<file path="src/rtl/bpk_pkg.sv">
package bpk_pkg;
  localparam int HOST_W = 16;

  typedef logic [HOST_W-1:0] hword_t;
  typedef logic [7:0]        byte_t;

  // Arrange a host word so that the byte to be sent first sits in the upper lane.
  function automatic hword_t order_tx(input hword_t d, input logic swap);
    return swap ? d : {d[7:0], d[15:8]};
  endfunction

  // Build the host read word from the oldest byte and the one behind it.
  function automatic hword_t order_rx(input byte_t oldest, input byte_t second,
                                      input logic swap);
    return swap ? {oldest, second} : {second, oldest};
  endfunction
endpackage

</file>
<file path="src/rtl/bpk_tx_side.sv">
module bpk_tx_side #(
  parameter int NB = 4,
  localparam int CW = $clog2(NB + 1),
  localparam int BW = NB * 8
) (
  input  logic               clk,
  input  logic               rst_n,
  input  logic               cfg_swap,
  input  logic               wr_valid,
  output logic               wr_ready,
  input  logic               wr_byte,
  input  bpk_pkg::hword_t    wr_data,
  output logic               pop_valid,
  input  logic               pop_ready,
  output bpk_pkg::byte_t     pop_data,
  output logic [CW-1:0]      tx_cnt,
  output logic               txudf_clr,
  output logic               txrdy_clr
);
  logic [BW-1:0]   buf_q, buf_d, shifted;
  logic [CW-1:0]   cnt_q, cnt_d, wcnt;
  logic [CW+2:0]   sh;
  logic            accept, pop;

  assign wr_ready  = cnt_q <= CW'(NB - 2);
  assign pop_valid = cnt_q != '0;
  assign accept    = wr_valid && wr_ready;
  assign pop       = pop_valid && pop_ready;

  // Oldest byte sits at lane (count - 1).
  assign sh       = {cnt_q - CW'(1), 3'b000};
  assign shifted  = buf_q >> sh;
  assign pop_data = pop_valid ? shifted[7:0] : '0;

  always_comb begin
    buf_d = buf_q;
    wcnt  = cnt_q;
    if (accept) begin
      if (wr_byte) begin
        buf_d = (buf_q << 8) | BW'(wr_data[7:0]);
        wcnt  = cnt_q + CW'(1);
      end else begin
        buf_d = (buf_q << 16) | BW'(bpk_pkg::order_tx(wr_data, cfg_swap));
        wcnt  = cnt_q + CW'(2);
      end
    end
    cnt_d = pop ? wcnt - CW'(1) : wcnt;
  end

  always_ff @(posedge clk) begin
    if (!rst_n) begin
      buf_q     <= '0;
      cnt_q     <= '0;
      txudf_clr <= 1'b0;
      txrdy_clr <= 1'b0;
    end else begin
      buf_q     <= buf_d;
      cnt_q     <= cnt_d;
      txudf_clr <= accept;
      txrdy_clr <= accept && (wcnt > CW'(2));
    end
  end

  assign tx_cnt = cnt_q;
endmodule

</file>
<file path="src/rtl/bpk_rx_side.sv">
module bpk_rx_side #(
  parameter int NB = 4,
  localparam int CW = $clog2(NB + 1),
  localparam int BW = NB * 8
) (
  input  logic               clk,
  input  logic               rst_n,
  input  logic               cfg_swap,
  input  logic               mst_rx,
  input  logic               push_valid,
  output logic               push_ready,
  input  bpk_pkg::byte_t     push_data,
  input  logic               rd_en,
  output bpk_pkg::hword_t    rd_data,
  output logic [CW-1:0]      rx_cnt,
  output logic               rxrdy_clr,
  output logic               sbd_set,
  output logic               ovr_clr,
  output logic               ardy_set
);
  logic [BW-1:0] buf_q, buf_d, rbuf;
  logic [CW-1:0] cnt_q, cnt_d, rcnt;
  logic          lone, emptied, take;

  assign push_ready = cnt_q < CW'(NB);
  assign take       = push_valid && push_ready;

  always_comb begin
    if (cnt_q == '0)
      rd_data = '0;
    else if (cnt_q == CW'(1))
      rd_data = bpk_pkg::order_rx(buf_q[7:0], 8'h00, cfg_swap);
    else
      rd_data = bpk_pkg::order_rx(buf_q[7:0], buf_q[15:8], cfg_swap);
  end

  // Host read stage first, then the engine deposit lands behind what remains.
  always_comb begin
    rbuf = buf_q;
    rcnt = cnt_q;
    lone = 1'b0;
    if (rd_en) begin
      if (cnt_q == CW'(1)) begin
        rcnt = '0;
        lone = 1'b1;
      end else if (cnt_q >= CW'(2)) begin
        rcnt = cnt_q - CW'(2);
        if (cnt_q > CW'(2)) rbuf = buf_q >> 16;
      end
    end
    emptied = rd_en && (cnt_q != '0) && (rcnt == '0);
    buf_d = rbuf;
    cnt_d = rcnt;
    if (take) begin
      for (int i = 0; i < NB; i++)
        if (CW'(i) == rcnt) buf_d[8*i +: 8] = push_data;
      cnt_d = rcnt + CW'(1);
    end
  end

  always_ff @(posedge clk) begin
    if (!rst_n) begin
      buf_q     <= '0;
      cnt_q     <= '0;
      rxrdy_clr <= 1'b0;
      sbd_set   <= 1'b0;
      ovr_clr   <= 1'b0;
      ardy_set  <= 1'b0;
    end else begin
      buf_q     <= buf_d;
      cnt_q     <= cnt_d;
      rxrdy_clr <= emptied;
      sbd_set   <= lone;
      ovr_clr   <= rd_en;
      ardy_set  <= emptied && mst_rx;
    end
  end

  assign rx_cnt = cnt_q;
endmodule

</file>
<file path="src/rtl/bytepack_buf.sv">
module bytepack_buf #(
  parameter int NB = 4,
  localparam int CW = $clog2(NB + 1)
) (
  input  logic           clk,
  input  logic           rst_n,
  input  logic           cfg_swap,
  input  logic           mst_rx,
  input  logic           wr_valid,
  output logic           wr_ready,
  input  logic           wr_byte,
  input  logic [15:0]    wr_data,
  output logic           pop_valid,
  input  logic           pop_ready,
  output logic [7:0]     pop_data,
  input  logic           push_valid,
  output logic           push_ready,
  input  logic [7:0]     push_data,
  input  logic           rd_en,
  output logic [15:0]    rd_data,
  output logic [CW-1:0]  tx_cnt,
  output logic [CW-1:0]  rx_cnt,
  output logic           txudf_clr,
  output logic           txrdy_clr,
  output logic           rxrdy_clr,
  output logic           sbd_set,
  output logic           ovr_clr,
  output logic           ardy_set
);
  bpk_tx_side #(.NB(NB)) u_tx (
    .clk       (clk),
    .rst_n     (rst_n),
    .cfg_swap  (cfg_swap),
    .wr_valid  (wr_valid),
    .wr_ready  (wr_ready),
    .wr_byte   (wr_byte),
    .wr_data   (wr_data),
    .pop_valid (pop_valid),
    .pop_ready (pop_ready),
    .pop_data  (pop_data),
    .tx_cnt    (tx_cnt),
    .txudf_clr (txudf_clr),
    .txrdy_clr (txrdy_clr)
  );

  bpk_rx_side #(.NB(NB)) u_rx (
    .clk        (clk),
    .rst_n      (rst_n),
    .cfg_swap   (cfg_swap),
    .mst_rx     (mst_rx),
    .push_valid (push_valid),
    .push_ready (push_ready),
    .push_data  (push_data),
    .rd_en      (rd_en),
    .rd_data    (rd_data),
    .rx_cnt     (rx_cnt),
    .rxrdy_clr  (rxrdy_clr),
    .sbd_set    (sbd_set),
    .ovr_clr    (ovr_clr),
    .ardy_set   (ardy_set)
  );
endmodule

</file>
<file path="config.mk">
export PLATFORM = sky130hd
export DESIGN_NAME = bytepack_buf
export DESIGN_NICKNAME = d
export VERILOG_FILES = /design/src/rtl/bpk_pkg.sv /design/src/rtl/bpk_tx_side.sv /design/src/rtl/bpk_rx_side.sv /design/src/rtl/bytepack_buf.sv
export SDC_FILE = /design/constraint.sdc
export NUM_CORES = 1
export LEC_CHECK = 0
export ABC_AREA = 1
export BUFFER_PORTS_ARGS = -buffer_cell sky130_fd_sc_hd__buf_2
export CAP_MARGIN = 20
export CORE_MARGIN = 1.5
export CORE_UTILIZATION = 61
export DETAILED_ROUTE_END_ITERATION = 12
export PLACE_DENSITY = 0.95
export SYNTH_ARGS = -nofsm -noshare
export SYNTH_HDL_FRONTEND = slang
export SYNTH_SLANG_ARGS = --single-unit
</file>
<file path="constraint.sdc">
create_clock -name clk -period 3.54 [get_ports clk]
set_clock_uncertainty 0.1 [all_clocks]
set_input_delay 0.354 -clock clk [delete_from_list [all_inputs] [get_ports clk]]
set_output_delay 0.354 -clock clk [all_outputs]
set_load 0.005 [all_outputs]
</file>
# Word-level counts from Yosys, hierarchy flattened
# Index checks and enable logic that the tools add are counted.
[op_classes] addsub=6 n_lt_le_gt_ge=5 eq_ne=4 shift=1 muxes=24 n_bitwise=2 n_reduce_logical=12
[ops] cell="32-bit 2-to-1 mux" count=6
[ops] cell="16-bit 2-to-1 mux" count=5
[ops] cell="8-bit 2-to-1 mux" count=5
[ops] cell="32-bit by 16-bit OR with 32-bit output" count=1
[ops] cell="32-bit by 8-bit OR with 32-bit output" count=1
[ops] cell="32-bit by 6-bit >> shifter with 8-bit output" count=1
[ops] cell="3-bit 2-to-1 mux" count=7
[ops] cell="1-bit logical AND" count=7
[ops] cell="3-bit by 1-bit adder with 3-bit output, second input constant" count=2
[ops] cell="2-bit by 3-bit equality test with 1-bit output, first input constant" count=2
[ops] cell="3-bit by 2-bit greater-than comparator with 1-bit output, second input constant" count=2
[ops] cell="3-bit zero test" count=2
[ops] cell="3-bit nonzero test" count=2
[ops] cell="3-bit by 1-bit subtractor with 3-bit output, second input constant" count=2
[ops] cell="3-bit by 2-bit adder with 3-bit output, second input constant" count=1
[ops] cell="1-bit by 3-bit equality test with 1-bit output, first input constant" count=1
[ops] cell="3-bit by 1-bit equality test with 1-bit output, second input constant" count=1
[ops] cell="3-bit by 2-bit >= comparator with 1-bit output, second input constant" count=1
[ops] cell="3-bit by 2-bit <= comparator with 1-bit output, second input constant" count=1
[ops] cell="3-bit less-than comparator, second input constant" count=1
[ops] cell="3-bit by 2-bit subtractor with 3-bit output, second input constant" count=1
[ops] cell="2-bit AND reduction" count=1
[ops] cell="1-bit 2-to-1 mux" count=1
[word_totals] regBits=76 input_bits=33 out_inout_bits=39 word_cells=64

# Depth between registers and ports, before layout
# Gate-level depths: netlist of the first run.
[logic_depth] word_depth=7 depth_mapped=18 mapped_depth_nobuf=15

# Cells and area by module
# From an unflattened synthesis of the first run, not the netlist that was laid out.
[unflattened] cells_unflattened=716 area_unflattened_um2=4571.9
[by_module_without_submodules] module="bpk_rx_side" n_inst=1 cells_per_inst=360 area_each_um2=2298.5 seq_area_each_um2=780.7
[by_module_without_submodules] module="bpk_tx_side" n_inst=1 cells_per_inst=356 area_each_um2=2273.4 seq_area_each_um2=740.7

# Worst setup path before layout of the first run
# No wires, ideal clock.
[synth_timing] path_type="register -> register" from="register u_tx.cnt_q[0], in the netlist u_tx.tx_cnt[0]" to="register u_tx.cnt_q[1], in the netlist u_tx.tx_cnt[1]" setup_ps=114 arrival_time_ps=2271 required_time_ps=3326 path_slack_ps=1055 path_stages_with_launch=17 n_path_buf=3 period_less_slack_ps=2485 path_cell_list="dfxtp_1 -> buf_2 -> inv_1 -> clkbuf_1 -> ha_1 -> nand2_1 -> nand2_1 -> nand2_1 -> inv_2 -> buf_2 -> o21ai_1 -> nand2_1 -> inv_2 -> ha_1 -> o21ai_0 -> o21bai_1 -> inv_1"
[synth_between] elab_chain_len=5 elab_cells_between_ends=10 cone_classes="add/sub: 3; order compare: 1; mux: 3; reduce/logical: 3"
[synth_rtl] item="from (decl)" line="bpk_tx_side.sv:21" text="logic [CW-1:0] cnt_q, cnt_d, wcnt;"
[synth_rtl] item="from (signal assigned)" line="bpk_tx_side.sv:58" text="cnt_q <= cnt_d;"
[synth_rtl] item="3-bit by 2-bit <= comparator with 1-bit output (*)" line="bpk_tx_side.sv:25" text="assign wr_ready = cnt_q <= CW'(NB - 2);"
[synth_rtl] item="named net wr_ready" line="bytepack_buf.sv:10" text="output logic wr_ready,"
[synth_rtl] item="1-bit logical AND (*)" line="bpk_tx_side.sv:27" text="assign accept = wr_valid && wr_ready;"
[synth_rtl] item="3-bit 2-to-1 mux (*)" line="bpk_tx_side.sv:38" text="if (accept) begin"
[synth_rtl] item="3-bit by 1-bit subtractor with 3-bit output" line="bpk_tx_side.sv:47" text="cnt_d = pop ? wcnt - CW'(1) : wcnt;"
[synth_rtl] item="3-bit 2-to-1 mux (*)" line="bpk_tx_side.sv:47"
# Mark *: on every way through the listed nets, which the timed path passes. The rest lies on a longest branch.
# A chain may end at the register's enable or synchronous reset.

# Final worst setup path of the first run
[layout_timing] from="register u_tx.cnt_q[0], in the netlist u_tx.tx_cnt[0]" to="output pop_data[1]"
[layout_between] elab_chain_len=3 elab_cells_between_ends=4 cone_classes="add/sub: 1; shift: 1; mux: 1; reduce/logical: 1"
[layout_rtl] item="3-bit by 1-bit subtractor with 3-bit output" line="bpk_tx_side.sv:31" text="assign sh = {cnt_q - CW'(1), 3'b000};"
[layout_rtl] item="32-bit by 6-bit >> shifter with 8-bit output" line="bpk_tx_side.sv:32" text="assign shifted = buf_q >> sh;"
[layout_rtl] item="8-bit 2-to-1 mux (*)" line="bpk_tx_side.sv:33" text="assign pop_data = pop_valid ? shifted[7:0] : '0;"
[layout_rtl] item="to (decl)" line="bytepack_buf.sv:15" text="output logic [7:0] pop_data,"
# Every way passes the cells marked *; elsewhere a longest branch is shown, timed or not.

==> flow_metrics.tcl, run 1 <==
set metrics [dict create \
    nNetsFinal 747 \
    die_y_um 86.56 \
    antenna_found_initial 0 \
    clk_latency_ps 360 \
    async_reset_ff_frac 0 \
    synth_area_per_cell_um2 6.473 \
    synthFlopType "dfxtp_1" \
    r2r_cells 13 \
    fillers 549 \
    cp_slowest_cell "ha_1" \
    crit_path_end_kind "output pin" \
    required_ps 3090 \
    syn-num-nets 700 \
    tns_ps 0 \
    drt.antenna.violating_nets 0 \
    min_from "mst_rx" \
    avgRoutedWirePerCell_um 12.99 \
    instances_no_fill 790 \
    ys_top_cells_by_area "dfxtp_1 (36%), nand2_1 (15%), o21ai_0 (9.3%)" \
    yosysSeqAreaShare 0.3572 \
    max_freq_mhz 333.2 \
    hpwl_um 7009 \
    placed_cells 774 \
    vdd_drop_max_uv 479.9 \
    synth.distinct_cells 32 \
    grt_pass1_vias 3942 \
    crit_arrival_ps 2550 \
    boundaryPins 72 \
    ctsHoldBuffers 0 \
    clk_pin_slew_ps 80 \
    place_congestion 0.8572 \
    post_cts_resized 0 \
    maxSlewViolCount 0 \
    die_area_um2 7493 \
    synth_common_cells "nand2_1 (166), nor2_1 (103), o21ai_0 (79)" \
    grt_usage 0.2823 \
    ys_ff_latch 76 \
    drc 0 \
    routed_wl_um 10260 \
    synth_warnings 0 \
    crit_type "flip-flop to output pin" \
    synth_cells 658 \
    htree_levels 3 \
    grt_setup_unrepaired "false" \
    diodes 0 \
    maxCapViolCount 0 \
    grt_max_degree 50 \
    vias 4394 \
    power.total_uw 3209 \
    fp.dieW_um 86.56 \
    port_buffers 71 \
    status "completed" \
    r2r_end "u_tx.tx_cnt[1]" \
    power_density_nw_per_um2 673.8 \
    cpMostUsedCell "inv_1" \
    max-slew-margin-rel 0.4122 \
    rrSetupSlack_ps 830 \
    yosysTopAreaCellShare 0.3572 \
    drt-pass1-iter-count 5 \
    min_path_cells 2 \
    cts.sinks 76 \
    mappedNetlistArea_um2 4259 \
    synth_top_cell_by_area "dfxtp_1" \
    finish.utilization 0.7048 \
    first_iter_violations 364 \
    vias_per_cell 5.562 \
    timing.rr.start "u_tx.tx_cnt[0]" \
    critPathBufInv 4 \
    overflow 0 \
    tightest_slew_ps 878.4 \
    clock-root-buffer "clkbuf_8" \
    synth_edf_count 0 \
    crit_chain "buf_4 -> inv_1 -> ha_1 -> inv_1 -> nor2_1 -> o21ai_0 -> a21oi_1 -> buf_2" \
    worst_hold_path.endpoint "u_rx.ardy_set" \
    initial_core_util 0.6304 \
    post_cts_buffers 0 \
    period_share 0.8479 \
    dp_slack_ps 859.0 \
    hp-class "primary input to flip-flop" \
    fin_crit_ps 3001 \
    grt_pass1_wl_um 17030 \
    cts_tree "built" \
    yosysMostFrequentCell "nand2_1" \
    clock_path_buffers 2 \
    p_leak_uw 0.002221 \
    cts_buffers 9 \
    setup_ws_ps 538.5 \
    hold_viol_final 0 \
    drive_gt1_frac 0.1676 \
    startpoint_type "flip-flop" \
    slowest_delay_ps 560 \
    path_delay_family "buffers and inverters" \
    core_area_um2 6756 \
    crit_fanout 21 \
    area_growth_pct 11.81 \
    core.rowCount 30 \
    finalSetupViolCount 0 \
]
## sequential cells by signal, summed over array words and instances, names as in the netlist
name            count
u_rx.ardy_set       1
u_rx.buf_q         32
u_rx.ovr_clr        1
u_rx.rx_cnt         3
u_rx.rxrdy_clr      1
u_rx.sbd_set        1
u_tx.buf_q         32
u_tx.tx_cnt         3
u_tx.txrdy_clr      1
u_tx.txudf_clr      1
## power by group
part           switching, uW  internal [uW]
logic                    836            446
clock network            339            397
registers                150           1040
## how the worst max path moves through the flow
stage	start	endpoint	slack, ps	cells after the start
3_5_place_dp	u_tx.tx_cnt[0]	u_tx.tx_cnt[1]	860	13
4_1_cts	u_tx.tx_cnt[0]	pop_data[1]	550	8
6_report	u_tx.tx_cnt[0]	pop_data[1]	540	8
2_1_floorplan	u_tx.tx_cnt[0]	u_tx.tx_cnt[1]	1060	16
3_3_place_gp	u_tx.tx_cnt[0]	pop_data[2]	1050	8
5_1_grt	u_tx.tx_cnt[0]	pop_data[1]	350	8
## stage by stage
| step | instance area (um^2) | hold WS, ps |
|---|---|---|
| global route | 4762 | 154.9 |
| finish | 4762 | 158.5 |
| CTS | 4762 | 151.5 |
| detailed placement | 4548 | 352.6 |
| floorplan | 4259 | 338.2 |
| global placement | 4548 | 347.9 |
## area by class of cell
class | count | area, um^2 | area share
timing repair buffer | 75 | 385.4 | 0.08092
clock buffer | 10 | 127.6 | 0.02680
sequential | 76 | 1521 | 0.3195
clock inverter | 6 | 86.33 | 0.01813
multi-input combinational | 485 | 2321 | 0.4874
inverter | 58 | 220.2 | 0.04624
tap | 80 | 100.1 | 0.02102
## layout by cell type, fill, tap and decap left out, drive strengths merged, types with 8 or more instances in the layout
cell type	Yosys	routed
inv	57	58
dfxtp	76	76
nand2	174	174
o211ai	9	9
nand3	8	8
ha	9	9
buf	19	75
a21oi	51	51
clkbuf	20	10
nand4	9	9
o21ai	89	89
a31oi	24	24
nor2	107	107
## worst reg2reg max path, stage by stage (launching register included)
cell	delay [ps]
dfxtp_1	310
buf_4	190
inv_1	400
ha_1	240
nand2_1	60
nand2_1	90
nand2_1	120
inv_2	230
nand2_1	80
o21ai_1	170
ha_1	280
o21ai_0	160
o21bai_1	130
inv_1	50
## per-layer routing
layer / GRT usage / vias up / wire [um]
li1: - / 2235 / -
met1: 0.3536 / 1966 / 4446
met2: 0.4751 / 166 / 4940
met3: 0.03429 / 27 / 606
met4: 0.1496 / 0 / 271
met5: 0 / - / 0
## logic make-up (layout without fill, tap and decap cells)
group / count (synthesis) / after routing / share of synthesized area
adder cells (fa/ha/maj): 9 / 9 / 0.02644
buffers and inverters: 97 / 149 / 0.09783
AO/OA/AOI/OAI: 175 / 175 / 0.2200
AND/OR/NAND/NOR: 300 / 300 / 0.2964
flip-flops: 76 / 76 / 0.3572
XOR/XNOR: 1 / 1 / 0.002057
Power figures use the tool's default switching activity.
==> inputs of run 2 (changes only) <==
--- a/config.mk
+++ b/config.mk
@@ -9,9 +9,9 @@
 export BUFFER_PORTS_ARGS = -buffer_cell sky130_fd_sc_hd__buf_2
 export CAP_MARGIN = 20
 export CORE_MARGIN = 1.5
-export CORE_UTILIZATION = 61
+export CORE_UTILIZATION = 51
 export DETAILED_ROUTE_END_ITERATION = 12
-export PLACE_DENSITY = 0.95
+export PLACE_DENSITY = 0.85
 export SYNTH_ARGS = -nofsm -noshare
 export SYNTH_HDL_FRONTEND = slang
 export SYNTH_SLANG_ARGS = --single-unit
==> constraint.sdc (replaced) <==
create_clock -name clk -period 2.4 [get_ports clk]
set_clock_uncertainty 0.1 [all_clocks]
set_input_delay 0.24 -clock clk [delete_from_list [all_inputs] [get_ports clk]]
set_output_delay 0.24 -clock clk [all_outputs]
set_load 0.005 [all_outputs]
==> flow_metrics.tcl, run 2 (synthesis gave the netlist of run 1 again) <==
set metrics [dict create \
    status "completed" \
    final_common_cell "nand2_1" \
    diodes 0 \
    antenna_found_initial 0 \
    finalSetupViolCount 0 \
    startpoint_type "flip-flop" \
    switching_share 0.4018 \
    required_ps 2060 \
    dp_slack_ps 61.10 \
    vdd_drop_max_uv 516.9 \
    crit_fanout 8 \
    clock-root-buffer "clkbuf_8" \
    cts_tree "built" \
    clock_path_buffers 2 \
    drive_gt1_frac 0.1850 \
    crit_arrival_ps 1940 \
    drc 0 \
    vias_per_cell 5.278 \
    power_density_nw_per_um2 1012 \
    overflow 0 \
    hold_viol_final 0 \
    period_share 0.9481 \
    hp-class "primary input to flip-flop" \
    switchingPower_uw 2014 \
    clk_pin_slew_ps 80 \
    max_freq_mhz 439.5 \
    first_iter_violations 232 \
    nNetsFinal 756 \
    p_comb_frac 0.410 \
    instances_no_fill 824 \
    tns_ps 0 \
    die_y_um 94.39 \
    grt_max_degree 69 \
    power_frac_seq 0.348 \
    fin_crit_ps 2275 \
    grt_setup_unrepaired "false" \
    p_leak_uw 0.002295 \
    boundaryPins 72 \
    max-slew-margin-rel 0.6599 \
    internal-power_uw 2999 \
    clock_power_share 0.243 \
    grt_pass1_wl_um 17590 \
    grt_usage 0.2469 \
    fp.dieW_um 94.39 \
    maxCapViolCount 0 \
    maxSlewViolCount 0 \
    initial_core_util 0.5236 \
    drt.antenna.violating_nets 0 \
    setup_ws_ps 124.5 \
    placed_cells 806 \
    grt_pass1_vias 3958 \
    port_buffers 71 \
    hpwl_um 7170 \
    core_area_um2 8134 \
    routed_wl_um 10490 \
    clk_latency_ps 360 \
    drt-pass1-iter-count 5 \
    core.rowCount 33 \
    vias 4349 \
    avgRoutedWirePerCell_um 12.73 \
    crit_type "flip-flop to output pin" \
    crit_path_end_kind "output pin" \
    min_path_cells 2 \
    place_congestion 0.8585 \
    tightest_slew_ps 510.1 \
    area_growth_pct 16.27 \
    final_cell_mix "nand2_1 (165), nor2_1 (103), o21ai_0 (79)" \
    power.total_uw 5013 \
    r2r_cells 11 \
    cts_buffers 9 \
    die_area_um2 8909 \
    ctsHoldBuffers 0 \
    htree_levels 3 \
    reg_top3 "u_rx.buf_q x32, u_tx.buf_q x32" \
    cts.sinks 76 \
]
==> run 2: changes by cell type in the layout (fill, tap and decap cells not counted), moves of 2 or more <==
cell	before	now
clkinv_2	2	0
clkinvlp_4	1	3
buf_12	0	2
buf_4	4	10
==> run 2: final timing paths <==
check                       from             end  slack (ps)
setup reg to reg  u_rx.rx_cnt[2]  u_rx.buf_q[27]         240
hold / removal            mst_rx   u_rx.ardy_set          50
setup / recovery  u_tx.tx_cnt[1]     pop_data[0]         120
hold reg to reg   u_rx.buf_q[31]  u_rx.buf_q[31]         370
==> run 2: layout make-up <==
type / instances / area (um^2)
tap: 105 / 131.4
inverter: 58 / 224.0
fill: 732 / 3182
multi-input combinational: 485 / 2346
clock inverter: 7 / 122.6
sequential: 76 / 1523
timing repair buffer: 84 / 481.7
clock buffer: 9 / 123.9
==> run 2: power groups by stage <==
stage	sequential (uW)	clock, uW	combinational (uW)
2_1_floorplan	1720	0	1420
3_3_place_gp	1750	0	1870
3_5_place_dp	1760	0	1940
4_1_cts	1740	1220	2000
5_1_grt	1780	1280	2340
6_report	1740	1220	2050
==> run 2: repair_timing <==
action / CTS / global route
gates resized for setup: 3 / 4
setup endpoints to repair: 2 / 12
setup buffers: 1 / 1
pin swaps: 1 / 3
==> run 2: worst max-delay path, cell delays in order (launching register included) <==
cell	delay (ps)
dfxtp_2	350
inv_1	100
ha_4	290
buf_6	100
clkinvlp_4	160
nor2_1	130
o21ai_0	80
a21oi_1	210
buf_2	160
==> run 2: per-layer routing <==
metal | part of all wire | track usage
met1 | 0.44 | 0.3004
met2 | 0.49 | 0.4365
met3 | 0.053 | 0.05153
met4 | 0.012 | 0.07338
met5 | 0 | 0
==> run 2: stage by stage <==
stage | hold slack (ps) | cell area, um^2 | utilization
floorplan | 269.9 | 4262 | -
global placement | 348.2 | 4657 | 0.5725
detailed placement | 355.3 | 4657 | 0.5725
CTS | 43.80 | 4920 | 0.6048
global route | 52.62 | 4952 | 0.6088
finish | 50.10 | 4952 | 0.6088
